## config.mk

```make
export PLATFORM = sky130hd
export DESIGN_NAME = uart9_core
export DESIGN_NICKNAME = d
export VERILOG_FILES = /design/src/rtl/uart9_pkg.sv /design/src/rtl/uart9_tickgen.sv /design/src/rtl/uart9_tx.sv /design/src/rtl/uart9_rx.sv /design/src/rtl/uart9_core.sv
export SDC_FILE = /design/constraint.sdc
export NUM_CORES = 1
export LEC_CHECK = 0
export BUFFER_PORTS_ARGS = -buffer_cell sky130_fd_sc_hd__buf_2
export CORE_MARGIN = 2
export CORE_UTILIZATION = 40
export CTS_BUF_LIST = sky130_fd_sc_hd__clkbuf_8
export DETAILED_ROUTE_END_ITERATION = 7
export SLEW_MARGIN = 20
export SYNTH_ARGS = -nofsm -noshare
export SYNTH_HDL_FRONTEND = slang
export SYNTH_SLANG_ARGS = --single-unit
```

## constraint.sdc

```tcl
create_clock -name clk -period 4.4 [get_ports clk]
set_input_delay 0.88 -clock clk [delete_from_list [all_inputs] [get_ports clk]]
set_output_delay 0.88 -clock clk [all_outputs]
set_load 0.03 [all_outputs]
```

## src/rtl/uart9_pkg.sv

```systemverilog
package uart9_pkg;
  // frame phase shared by transmitter and receiver
  typedef enum logic [2:0] {
    S_IDLE,
    S_START,
    S_DATA,
    S_NINTH,
    S_STOP,
    S_WAIT
  } ph_t;
endpackage

```

## src/rtl/uart9_tickgen.sv

```systemverilog
module uart9_tickgen #(
  parameter int OSR = 16
) (
  input  logic clk,
  input  logic rst,
  input  logic ext_tick,
  input  logic fixed_rate,
  input  logic fixed_div64,
  output logic tick
);
  localparam int D32 = 32 / OSR;
  localparam int D64 = 64 / OSR;
  localparam int CW  = $clog2(D64) + 1;

  logic [CW-1:0] cnt;
  logic [CW-1:0] lim;

  assign lim = fixed_div64 ? CW'(D64 - 1) : CW'(D32 - 1);

  always_ff @(posedge clk) begin
    if (rst) begin
      cnt  <= '0;
      tick <= 1'b0;
    end else if (!fixed_rate) begin
      cnt  <= '0;
      tick <= ext_tick;
    end else if (cnt >= lim) begin
      cnt  <= '0;
      tick <= 1'b1;
    end else begin
      cnt  <= cnt + 1'b1;
      tick <= 1'b0;
    end
  end

  // internal divider never produces back-to-back ticks
  AST_FIXED_TICK_GAP: assert property (@(posedge clk) disable iff (rst)
    (fixed_rate && $past(fixed_rate) && tick) |=> !tick);
endmodule

```

## src/rtl/uart9_tx.sv

```systemverilog
module uart9_tx
  import uart9_pkg::*;
#(
  parameter int DW  = 8,
  parameter int OSR = 16
) (
  input  logic          clk,
  input  logic          rst,
  input  logic          tick,
  input  logic          start,
  input  logic [DW-1:0] data,
  input  logic          bit9_in,
  input  logic          nine_bit,
  input  logic          two_stop,
  input  logic          par_en,
  input  logic          par_odd,
  output logic          txd,
  output logic          busy,
  output logic          fin
);
  localparam int OW = $clog2(OSR);
  localparam int BW = $clog2(DW);

  ph_t           ph;
  logic [DW-1:0] sh;
  logic          b9, l_nine, l_two, stop2;
  logic [OW-1:0] ocnt;
  logic [BW-1:0] bcnt;
  logic          bit_end;

  assign bit_end = tick && (ocnt == OW'(OSR - 1));
  assign busy    = (ph != S_IDLE);

  always_ff @(posedge clk) begin
    if (rst) begin
      ph     <= S_IDLE;
      sh     <= '0;
      b9     <= 1'b0;
      l_nine <= 1'b0;
      l_two  <= 1'b0;
      stop2  <= 1'b0;
      ocnt   <= '0;
      bcnt   <= '0;
      txd    <= 1'b1;
      fin    <= 1'b0;
    end else begin
      fin <= 1'b0;
      if (ph == S_IDLE) begin
        if (start) begin
          sh     <= data;
          b9     <= par_en ? ((^data) ^ par_odd) : bit9_in;
          l_nine <= nine_bit;
          l_two  <= two_stop;
          ocnt   <= '0;
          ph     <= S_START;
          txd    <= 1'b0;
        end
      end else if (tick) begin
        ocnt <= ocnt + 1'b1;
        if (bit_end) begin
          ocnt <= '0;
          case (ph)
            S_START: begin
              ph   <= S_DATA;
              bcnt <= '0;
              txd  <= sh[0];
              sh   <= sh >> 1;
            end
            S_DATA: begin
              if (bcnt == BW'(DW - 1)) begin
                if (l_nine) begin
                  ph  <= S_NINTH;
                  txd <= b9;
                end else begin
                  ph    <= S_STOP;
                  txd   <= 1'b1;
                  stop2 <= 1'b0;
                end
              end else begin
                bcnt <= bcnt + 1'b1;
                txd  <= sh[0];
                sh   <= sh >> 1;
              end
            end
            S_NINTH: begin
              ph    <= S_STOP;
              txd   <= 1'b1;
              stop2 <= 1'b0;
            end
            S_STOP: begin
              if (l_two && !stop2) begin
                stop2 <= 1'b1;
              end else begin
                ph  <= S_IDLE;
                fin <= 1'b1;
              end
            end
            default: ph <= S_IDLE;
          endcase
        end
      end
    end
  end

  AST_TX_IDLE_HIGH: assert property (@(posedge clk) disable iff (rst)
    !busy |-> txd);
  AST_TX_START_LOW: assert property (@(posedge clk) disable iff (rst)
    $rose(busy) |-> !txd);
  AST_TX_FIN_IDLE: assert property (@(posedge clk) disable iff (rst)
    fin |-> (!busy && txd));
endmodule

```

## src/rtl/uart9_rx.sv

```systemverilog
module uart9_rx
  import uart9_pkg::*;
#(
  parameter int DW  = 8,
  parameter int OSR = 16
) (
  input  logic          clk,
  input  logic          rst,
  input  logic          tick,
  input  logic          rxd_s,
  input  logic          nine_bit,
  input  logic          par_en,
  input  logic          par_odd,
  input  logic          filt,
  output logic          valid,
  output logic          ferr,
  output logic [DW-1:0] data,
  output logic          bit9,
  output logic          perr
);
  localparam int OW   = $clog2(OSR);
  localparam int BW   = $clog2(DW);
  localparam int HALF = OSR / 2;

  ph_t           ph;
  logic [OW-1:0] ocnt;
  logic [BW-1:0] bcnt;

  always_ff @(posedge clk) begin
    if (rst) begin
      ph    <= S_IDLE;
      ocnt  <= '0;
      bcnt  <= '0;
      data  <= '0;
      bit9  <= 1'b0;
      perr  <= 1'b0;
      valid <= 1'b0;
      ferr  <= 1'b0;
    end else begin
      valid <= 1'b0;
      ferr  <= 1'b0;
      case (ph)
        S_IDLE: begin
          if (tick && !rxd_s) begin
            ph   <= S_START;
            ocnt <= '0;
          end
        end
        S_START: begin
          if (tick) begin
            if (ocnt == OW'(HALF - 1)) begin
              ocnt <= '0;
              if (rxd_s) begin
                ph <= S_IDLE;
              end else begin
                ph   <= S_DATA;
                bcnt <= '0;
                bit9 <= 1'b0;
              end
            end else begin
              ocnt <= ocnt + 1'b1;
            end
          end
        end
        S_DATA, S_NINTH, S_STOP: begin
          if (tick) begin
            if (ocnt == OW'(OSR - 1)) begin
              ocnt <= '0;
              if (ph == S_DATA) begin
                data <= {rxd_s, data[DW-1:1]};
                if (bcnt == BW'(DW - 1)) ph <= nine_bit ? S_NINTH : S_STOP;
                else bcnt <= bcnt + 1'b1;
              end else if (ph == S_NINTH) begin
                bit9 <= rxd_s;
                ph   <= S_STOP;
              end else if (!rxd_s) begin
                ferr <= 1'b1;
                ph   <= S_WAIT;
              end else begin
                ph    <= S_IDLE;
                perr  <= par_en && nine_bit && (bit9 != ((^data) ^ par_odd));
                valid <= !(filt && nine_bit && !bit9);
              end
            end else begin
              ocnt <= ocnt + 1'b1;
            end
          end
        end
        S_WAIT: if (rxd_s) ph <= S_IDLE;
        default: ph <= S_IDLE;
      endcase
    end
  end

  AST_RX_OK_XOR_BAD: assert property (@(posedge clk) disable iff (rst)
    !(valid && ferr));
  AST_RX_FILTER_GATE: assert property (@(posedge clk) disable iff (rst)
    valid |-> !($past(filt) && $past(nine_bit) && !bit9));
endmodule

```

## src/rtl/uart9_core.sv

```systemverilog
module uart9_core #(
  parameter int DW  = 8,
  parameter int OSR = 16
) (
  input  logic          clk,
  input  logic          rst,
  input  logic          ext_tick,
  input  logic          fixed_rate,
  input  logic          fixed_div64,
  input  logic          nine_bit,
  input  logic          two_stop,
  input  logic          parity_en,
  input  logic          parity_odd,
  input  logic          addr_filt,
  input  logic [DW-1:0] tx_data,
  input  logic          tx_bit9,
  input  logic          tx_start,
  input  logic          tx_clr,
  output logic          tx_busy,
  output logic          tx_done,
  output logic          txd,
  input  logic          rxd,
  input  logic          rx_clr,
  output logic [DW-1:0] rx_data,
  output logic          rx_bit9,
  output logic          rx_par_err,
  output logic          rx_done,
  output logic          rx_overrun,
  output logic          rx_frame_err
);
  logic          tick;
  logic [1:0]    rx_sync;
  logic          tx_fin;
  logic          rx_ok, rx_bad, rx_b9, rx_pe;
  logic [DW-1:0] rx_sh;

  uart9_tickgen #(.OSR(OSR)) u_tick (
    .clk(clk), .rst(rst), .ext_tick(ext_tick), .fixed_rate(fixed_rate),
    .fixed_div64(fixed_div64), .tick(tick)
  );

  always_ff @(posedge clk) begin
    if (rst) rx_sync <= 2'b11;
    else     rx_sync <= {rx_sync[0], rxd};
  end

  uart9_tx #(.DW(DW), .OSR(OSR)) u_tx (
    .clk(clk), .rst(rst), .tick(tick), .start(tx_start), .data(tx_data),
    .bit9_in(tx_bit9), .nine_bit(nine_bit), .two_stop(two_stop),
    .par_en(parity_en), .par_odd(parity_odd), .txd(txd), .busy(tx_busy),
    .fin(tx_fin)
  );

  uart9_rx #(.DW(DW), .OSR(OSR)) u_rx (
    .clk(clk), .rst(rst), .tick(tick), .rxd_s(rx_sync[1]), .nine_bit(nine_bit),
    .par_en(parity_en), .par_odd(parity_odd), .filt(addr_filt),
    .valid(rx_ok), .ferr(rx_bad), .data(rx_sh), .bit9(rx_b9), .perr(rx_pe)
  );

  always_ff @(posedge clk) begin
    if (rst) begin
      tx_done      <= 1'b0;
      rx_done      <= 1'b0;
      rx_overrun   <= 1'b0;
      rx_frame_err <= 1'b0;
      rx_data      <= '0;
      rx_bit9      <= 1'b0;
      rx_par_err   <= 1'b0;
    end else begin
      if (tx_fin)      tx_done <= 1'b1;
      else if (tx_clr) tx_done <= 1'b0;

      if (rx_bad)      rx_frame_err <= 1'b1;
      else if (rx_clr) rx_frame_err <= 1'b0;

      if (rx_ok) begin
        if (rx_done && !rx_clr) begin
          rx_overrun <= 1'b1;
        end else begin
          rx_data    <= rx_sh;
          rx_bit9    <= rx_b9;
          rx_par_err <= rx_pe;
          rx_done    <= 1'b1;
          if (rx_clr) rx_overrun <= 1'b0;
        end
      end else if (rx_clr) begin
        rx_done    <= 1'b0;
        rx_overrun <= 1'b0;
      end
    end
  end

  AST_TXDONE_STICKY: assert property (@(posedge clk) disable iff (rst)
    (tx_done && !tx_clr) |=> tx_done);
  AST_RXDONE_STICKY: assert property (@(posedge clk) disable iff (rst)
    (rx_done && !rx_clr) |=> rx_done);
  AST_OVERRUN_KEEPS: assert property (@(posedge clk) disable iff (rst)
    (rx_done && !rx_clr) |=> $stable(rx_data));
endmodule

```

## After elaboration in Yosys (flattened, before gate mapping)

Cells that the tools add are included.

- Register bits: 66
- Input port bits: 23
- Output and inout bits: 16
- Word-level logic and storage cells: 213

- Eq/ne operators: 36
- Reduce and logical (&&, ||, !) cells: 49
- Add/subtract/negate cells: 5
- $lt $le $gt $ge: 1
- Bitwise gates (word level): 13
- Multiplexer cells: 81

Operators with widths:

| operator | count |
|---|---|
| two-way mux 3 bit | 26 |
| two-way mux 8 bit | 5 |
| two-way mux 4 bit | 9 |
| two-way mux 1 bit | 30 |
| case mux 3 bit (4 select lines) | 2 |
| inequality test 2 bit (second input constant) | 10 |
| case mux 8 bit (2 select lines) | 1 |
| AND reduction 8 bit | 2 |
| parity 8 bit | 2 |
| == test 3 bit (second input constant) | 5 |
| AND reduction 5 bit | 3 |
| inequality test 2 x 1 -> 1 bit (second input constant) | 7 |
| AND reduction 7 bit | 2 |
| nonzero test 2 bit | 7 |
| == test 3 x 2 -> 1 bit (second input constant) | 4 |
| case mux 3 bit (2 select lines) | 2 |
| case mux 4 bit (3 select lines) | 1 |
| AND reduction 4 bit | 3 |
| nonzero test 3 bit | 4 |
| NOT 1 bit | 11 |
| adder 3 x 1 -> 3 bit (second input constant) | 3 |
| adder 4 x 1 -> 4 bit (second input constant) | 2 |
| == test 4 bit (second input constant) | 2 |
| logical AND 1 bit | 8 |
| 20 further kinds | 34 |

## Depth between registers and ports, before layout

- Word-level depth: 7
- Mapped depth: 8
- Depth with buffers taken out: 7

## Hierarchy

Synthesis repeated with hierarchy kept, for this count alone.

- Cells, all modules: 381
- Area, all modules: 3334.4 um^2

Modules (own cells, without submodules):

| module | cells an instance | seq. area each (um^2) | times used | area each (um^2) |
|---|---|---|---|---|
| uart9_tx | 158 | 480.5 | 1 | 1321.3 |
| uart9_rx | 144 | 440.4 | 1 | 1214.9 |
| uart9_core | 62 | 320.3 | 1 | 633.1 |
| uart9_tickgen | 17 | 80.1 | 1 | 165.2 |

## Least setup slack after synthesis

Ideal clock, no wire load.

- Path type: input port to flip-flop
- From: input port parity_odd
- To: register u_rx.perr
- Setup time: 0.070 ns
- Setup slack: 2.396 ns
- Arrival time: 1.934 ns
- Stages on the path: 5
- Path buffers: 0
- Data required time: 4.330 ns
- Cells stage by stage: xnor2_1 > xnor3_1 > xnor2_1 > or3_1 > a21oi_1

- Cells in the longest elaborated chain, start to end: 3

RTL lines:

| element | line | text |
|---|---|---|
| from (decl) | uart9_core.sv:13 | `input logic parity_odd,` |
| bitwise XOR 1 bit | uart9_rx.sv:81 | `perr <= par_en && nine_bit && (bit9 != ((^data) ^ par_odd));` |
| inequality test 1 bit | uart9_rx.sv:81 |  |
| logical AND 1 bit | uart9_rx.sv:81 |  |
| to (signal assigned) | uart9_rx.sv:81 |  |
| to (decl) | uart9_rx.sv:19 | `output logic perr` |

No other way between the ends.
A chain may end at the register's enable or synchronous reset.

## Worst setup path after layout

- From: register u_tx.ph[1]
- To: register u_tx.sh[0]

- Cells in the longest elaborated chain, start to end: 5
- Elaborated cells on any way between the ends: 13
- Classes of those cells: eq/ne (4); mux (4); reduce/logical (5)

RTL lines:

| element | line | text |
|---|---|---|
| from (decl) | uart9_tx.sv:24 | `ph_t ph;` |
| from (signal assigned) | uart9_tx.sv:36 | `ph <= S_IDLE;` |
| from (signal assigned) | uart9_tx.sv:55 | `ph <= S_START;` |
| from (signal assigned) | uart9_tx.sv:64 | `ph <= S_DATA;` |
| == test 3 x 2 -> 1 bit / == test 3 x 1 -> 1 bit (equally long branches) | uart9_tx.sv:62 | `case (ph)` |
| case mux 8 bit (2 select lines) | uart9_tx.sv:62 |  |
| two-way mux 8 bit | uart9_tx.sv:60 | `if (bit_end) begin` |
| two-way mux 8 bit | uart9_tx.sv:58 | `end else if (tick) begin` |
| two-way mux 8 bit | uart9_tx.sv:48 | `if (ph == S_IDLE) begin` |
| to (signal assigned) | uart9_tx.sv:50 | `sh <= data;` |
| to (signal assigned) | uart9_tx.sv:67 | `sh <= sh >> 1;` |
| to (signal assigned) | uart9_tx.sv:82 | `sh <= sh >> 1;` |
| to (decl) | uart9_tx.sv:25 | `logic [DW-1:0] sh;` |

Several ways; a longest one is shown, not always the timed one. The select of a mux whose other input is x is not followed.

==> results <==
- The run finished with clean final reports.
- The worst reg2reg path endpoint is u_tx.sh[0].
- The startpoint class of the critical path is a flip-flop.
- The vias per cell is 5.213.
- The count of pins on the block boundary is 39.
- The maximum ir drop on the vdd rail is 163.5 uV.
- The data required time at the worst endpoint is 4640 ps.
- For this run, the slowest stage of the critical path takes 780 ps.
- The synthesized netlist net count is 401.
- The first global-routing pass estimated 11,360 microns of wire.
- Entering global routing, the biggest net connects 38 pins.
- The via count of the first global-routing pass is 2,516.
- The number of hold buffers added after CTS was 0.
- TritonCTS built the clock tree.
- The HPWL reported at the end of detailed placement is 4566 microns.
- The synthesized area divided by synthesized cell count is 8.556 sq um.
- At the pin with the least slew margin, the transition time is 945.1 ps.
- Setup repair after global routing left no endpoint under its margin.
- The library cells used most frequently in the layout, excluding fill and tap cells, are sky130_fd_sc_hd__dfxtp_1, sky130_fd_sc_hd__nor2_1, sky130_fd_sc_hd__a21oi_1, sky130_fd_sc_hd__buf_2, sky130_fd_sc_hd__nand2_1.
- The total of fill cells in the finished design is 757.
- In this run the power spent charging and discharging nets is 0.3549 mW.
- The placed cell count is 493.
- For this run, design rule violations remaining after detail routing come to 0.
- The number of antenna violations at the first check in global routing is 0.
- For this run, the post-layout net count is 433.
- In this run, CTS created clock tree buffers numbering 9.
- The most critical setup path has its endpoint at u_tx.sh[0].
- The design draws 1.336 mW.
- The setup slack of the most critical reg-to-reg path is 1730 ps.
- The sequential cells in the finished layout cover a total of 1321 sq um.
- The cell count after synthesis came out at 370.
- The total congestion overflow is 0.
- The core area is 7687 sq um.
- The max-slew headroom at the worst pin is 36.87%.
- From synthesis to final layout, the design area changed by 14.59%.
- The depth of the worst register-to-register path is 7.
- STA classifies the critical path endpoint as a flip-flop.
- The library cell used most frequently in the layout, excluding fill and tap cells, is sky130_fd_sc_hd__dfxtp_1.
- The sequential cell area fraction in the yosys report is 41.74%.
- The critical path's slowest cell is sky130_fd_sc_hd__a211oi_2.
- Buffers placed on the I/O ports in this run total 38.
- Synthesis instantiated 48 different standard cells from the library.
- The initial core utilization is 41.18%.
- The critical path starts at u_tx.ph[1].
- The x dimension of the die is 92.96 microns.
- The total wirelength of the detailed-routed design is 6563 microns.
- The launching point of the worst reg2reg path is u_tx.ph[1].
- sky130_fd_sc_hd__dfxtp_1 takes more of the synthesized area than any other cell.
- The final count of pins violating max slew is 0.
- The static leakage is 1.521 nW.
- The clock-pin slew on the worst setup and hold paths is 70 ps.
- The cell type group with the largest total delay on the critical path is compound AO/OA/AOI/OAI gates.
- After detailed routing, the average wire length per cell comes to 12.92 microns.
- The type of the most critical hold path is flip-flop to flip-flop.
- Data on the critical path arrives at its endpoint at 2910 ps.
- In the post-synthesis netlist, the biggest area contributors are sky130_fd_sc_hd__dfxtp_1, sky130_fd_sc_hd__mux2i_1, sky130_fd_sc_hd__a21oi_1, sky130_fd_sc_hd__nor2_1, sky130_fd_sc_hd__nand2_1.
- The clock root buffer is sky130_fd_sc_hd__clkbuf_8.
- The critical path is of the flip-flop to flip-flop type.
- Leaving out filler cells and counting taps, the final layout contains 508.
- The number of clock sinks is 66.
- Detailed routing inserted a total of 2,648 vias.
- The internal power consumption is 0.9807 mW.
- The row count is 32.
- The number of buffer and inverter stages on the critical path is 2.
- The number of endpoints with negative hold slack in the final report was 0.
- The number of instances resized during post-cts repair is 0.
- The part of the cycle the worst path needs is 60.58%.
- Combinational cells account for 13.0% of the total power.
- The antenna violation net count after detailed routing is 0.
- In the synthesized netlist the async set-or-reset flop fraction comes to 0%.
- Counting buffers and inverters, the worst setup path is 7 cells deep.
- The maximum buffer depth of the clock tree is 2.
- The share of cells above drive strength 1 is 15.76%.
- The commonest register cell after synthesis is sky130_fd_sc_hd__dfxtp_1.
- The cell area after technology mapping is 3166 sq um.
- The register bit total from synthesis is 66.
- Walking the worst path, the cells encountered are nor3_2 > buf_4 > inv_1 > mux2i_1 > a211oi_2 > nor2_1 > a311oi_1.
- The combined global-route utilization of all metal layers is 16.41%.
- The clock period could shrink to 2665 ps.
- The power per cell area is 368.2 nW/um^2.
- The area of the multi-input gates is 1710 sq um.
- The later pin in the worst-skew pair is clocked with a latency of 330 ps.
- At the end of routability-driven placement, the weighted congestion stood at 0.7982.
- After clock tree synthesis, the setup repair step added 0 buffers.
- The share of total power dissipated in sequential elements is 48.5%.
- The clock network is responsible for 38.5% of the overall power.
- The sum of negative setup slack is 0 ps.
- The highest net fanout along the worst path is 16.
- In this run the biggest area consumer among cell types represents 41.74% of the synthesized area.
- The die outline height is 92.96 microns.
- The yosys synthesis warning count is 0.
- The number of enable-type register cells in the synthesized netlist is 0.
- The fraction of power spent switching nets is 26.57%.
- The clock skew is 2.446 ps.
- The repair_antennas step left the layout with diodes totalling 0.
- The die covers 8642 sq um.
- The H-tree was split into 3 levels.
- The length of the first detailed-routing pass in iterations is 4.
- Derived from the worst setup path, the maximum achievable clock frequency is 375.2 MHz.
- Across the run, the number of max-cap violations was 0.
- In this run, the number of DRC markers left after iteration 0 of detailed routing was 93.
- Setup violations remaining at the end of the flow were counted as 0.
[Yosys cell counts (2+ instances only)]
cell type                  instances
sky130_fd_sc_hd__a21oi_1          38
sky130_fd_sc_hd__or2_2             2
sky130_fd_sc_hd__a211oi_2          2
sky130_fd_sc_hd__nand3_1           8
sky130_fd_sc_hd__nand2b_1          7
sky130_fd_sc_hd__o22ai_1           2
sky130_fd_sc_hd__nor3b_1           2
sky130_fd_sc_hd__nand4_1           4
sky130_fd_sc_hd__buf_2             5
sky130_fd_sc_hd__xnor2_1          12
sky130_fd_sc_hd__nor3_2            2
sky130_fd_sc_hd__dfxtp_1          66
sky130_fd_sc_hd__or4b_1            2
sky130_fd_sc_hd__clkbuf_1         13
sky130_fd_sc_hd__a211oi_1          4
sky130_fd_sc_hd__xnor3_1           2
sky130_fd_sc_hd__nand2_1          29
sky130_fd_sc_hd__nor3_1            8
sky130_fd_sc_hd__and2_1            2
sky130_fd_sc_hd__mux2i_1          22
sky130_fd_sc_hd__a311oi_1          8
sky130_fd_sc_hd__nand3b_1          4
sky130_fd_sc_hd__a22oi_1           3
sky130_fd_sc_hd__or3_1             4
sky130_fd_sc_hd__ha_1              8
sky130_fd_sc_hd__o21bai_1          3
sky130_fd_sc_hd__or4_1             4
sky130_fd_sc_hd__nor4_1            2
sky130_fd_sc_hd__inv_1            16
sky130_fd_sc_hd__nor2b_1           5
sky130_fd_sc_hd__o21ai_0          16
sky130_fd_sc_hd__nor2_1           48
sky130_fd_sc_hd__xor2_1            2
[kinds of logic (layout without fill, tap and decap cells)]
family	Yosys count	count (layout)	synth area share (%)
xor gates and xnor gates	16	16	5.296
AOI/OAI and AO/OA	83	83	16.17
adders and majority gates	8	8	3.162
muxes	22	22	6.956
buffers and inverters	35	71	4.348
and+or+nand+nor	140	140	22.33
DFF	66	66	41.74
[how the worst min path moves through the flow]
stage	from	endpoint	slack [ps]	depth (start not counted)
finish	rx_sync[0]	rx_sync[1]	410	1
CTS	rx_sync[0]	rx_sync[1]	410	1
detailed placement	rx_sync[0]	rx_sync[1]	400	1
global placement	rx_sync[0]	rx_sync[1]	400	1
global route	rx_sync[0]	rx_sync[1]	430	1
floorplan	rx_sync[0]	rx_sync[1]	390	1
[metrics by stage]
stage                     hold WS, ps  util [%]  setup WS, ps  cell area, sq um
after global placement          398.3     44.50          1965              3421
after global routing            432.2     47.18          1468              3627
after CTS                       413.4     47.14          1731              3623
after detailed placement        399.6     44.50          1766              3421
final                           414.5     47.18          1735              3627
after floorplan                 389.5         -          2396              3166
[routing by layer]
metal  wire [microns]  GRT usage [%]  part of all wire (%)
met5                0              0                     0
met4               75          6.740                   1.1
met3              249          5.289                   3.8
met2             3000          25.42                    46
met1             3237          21.05                    49
[power by group through the flow]
stage          logic, mW  clock network (mW)  registers, mW
6_report           0.173               0.515          0.647
5_1_grt            0.195               0.562          0.651
4_1_cts            0.175               0.534          0.647
3_5_place_dp       0.174                   0          0.660
3_3_place_gp       0.170                   0          0.659
2_1_floorplan      0.137                   0          0.650
[flip-flops by register name (all words and copies together) (netlist names), 2 cells and up]
name        count
u_rx.data       8
rx_data         8
u_tx.ocnt       4
u_rx.ocnt       4
u_tick.cnt      3
u_rx.ph         3
u_tx.sh         8
u_tx.ph         3
u_rx.bcnt       3
u_tx.bcnt       3
rx_sync         2
[cell type report]
class                      count  share of cell area [%]
sequential                    66                   36.43
inverter                      16                   1.656
tap                          102                   3.518
timing repair buffer          40                   5.657
clock buffer                  11                   4.174
clock inverter                 4                   1.414
multi-input combinational    269                   47.15
Note: power is estimated with default switching activity, not from simulation.
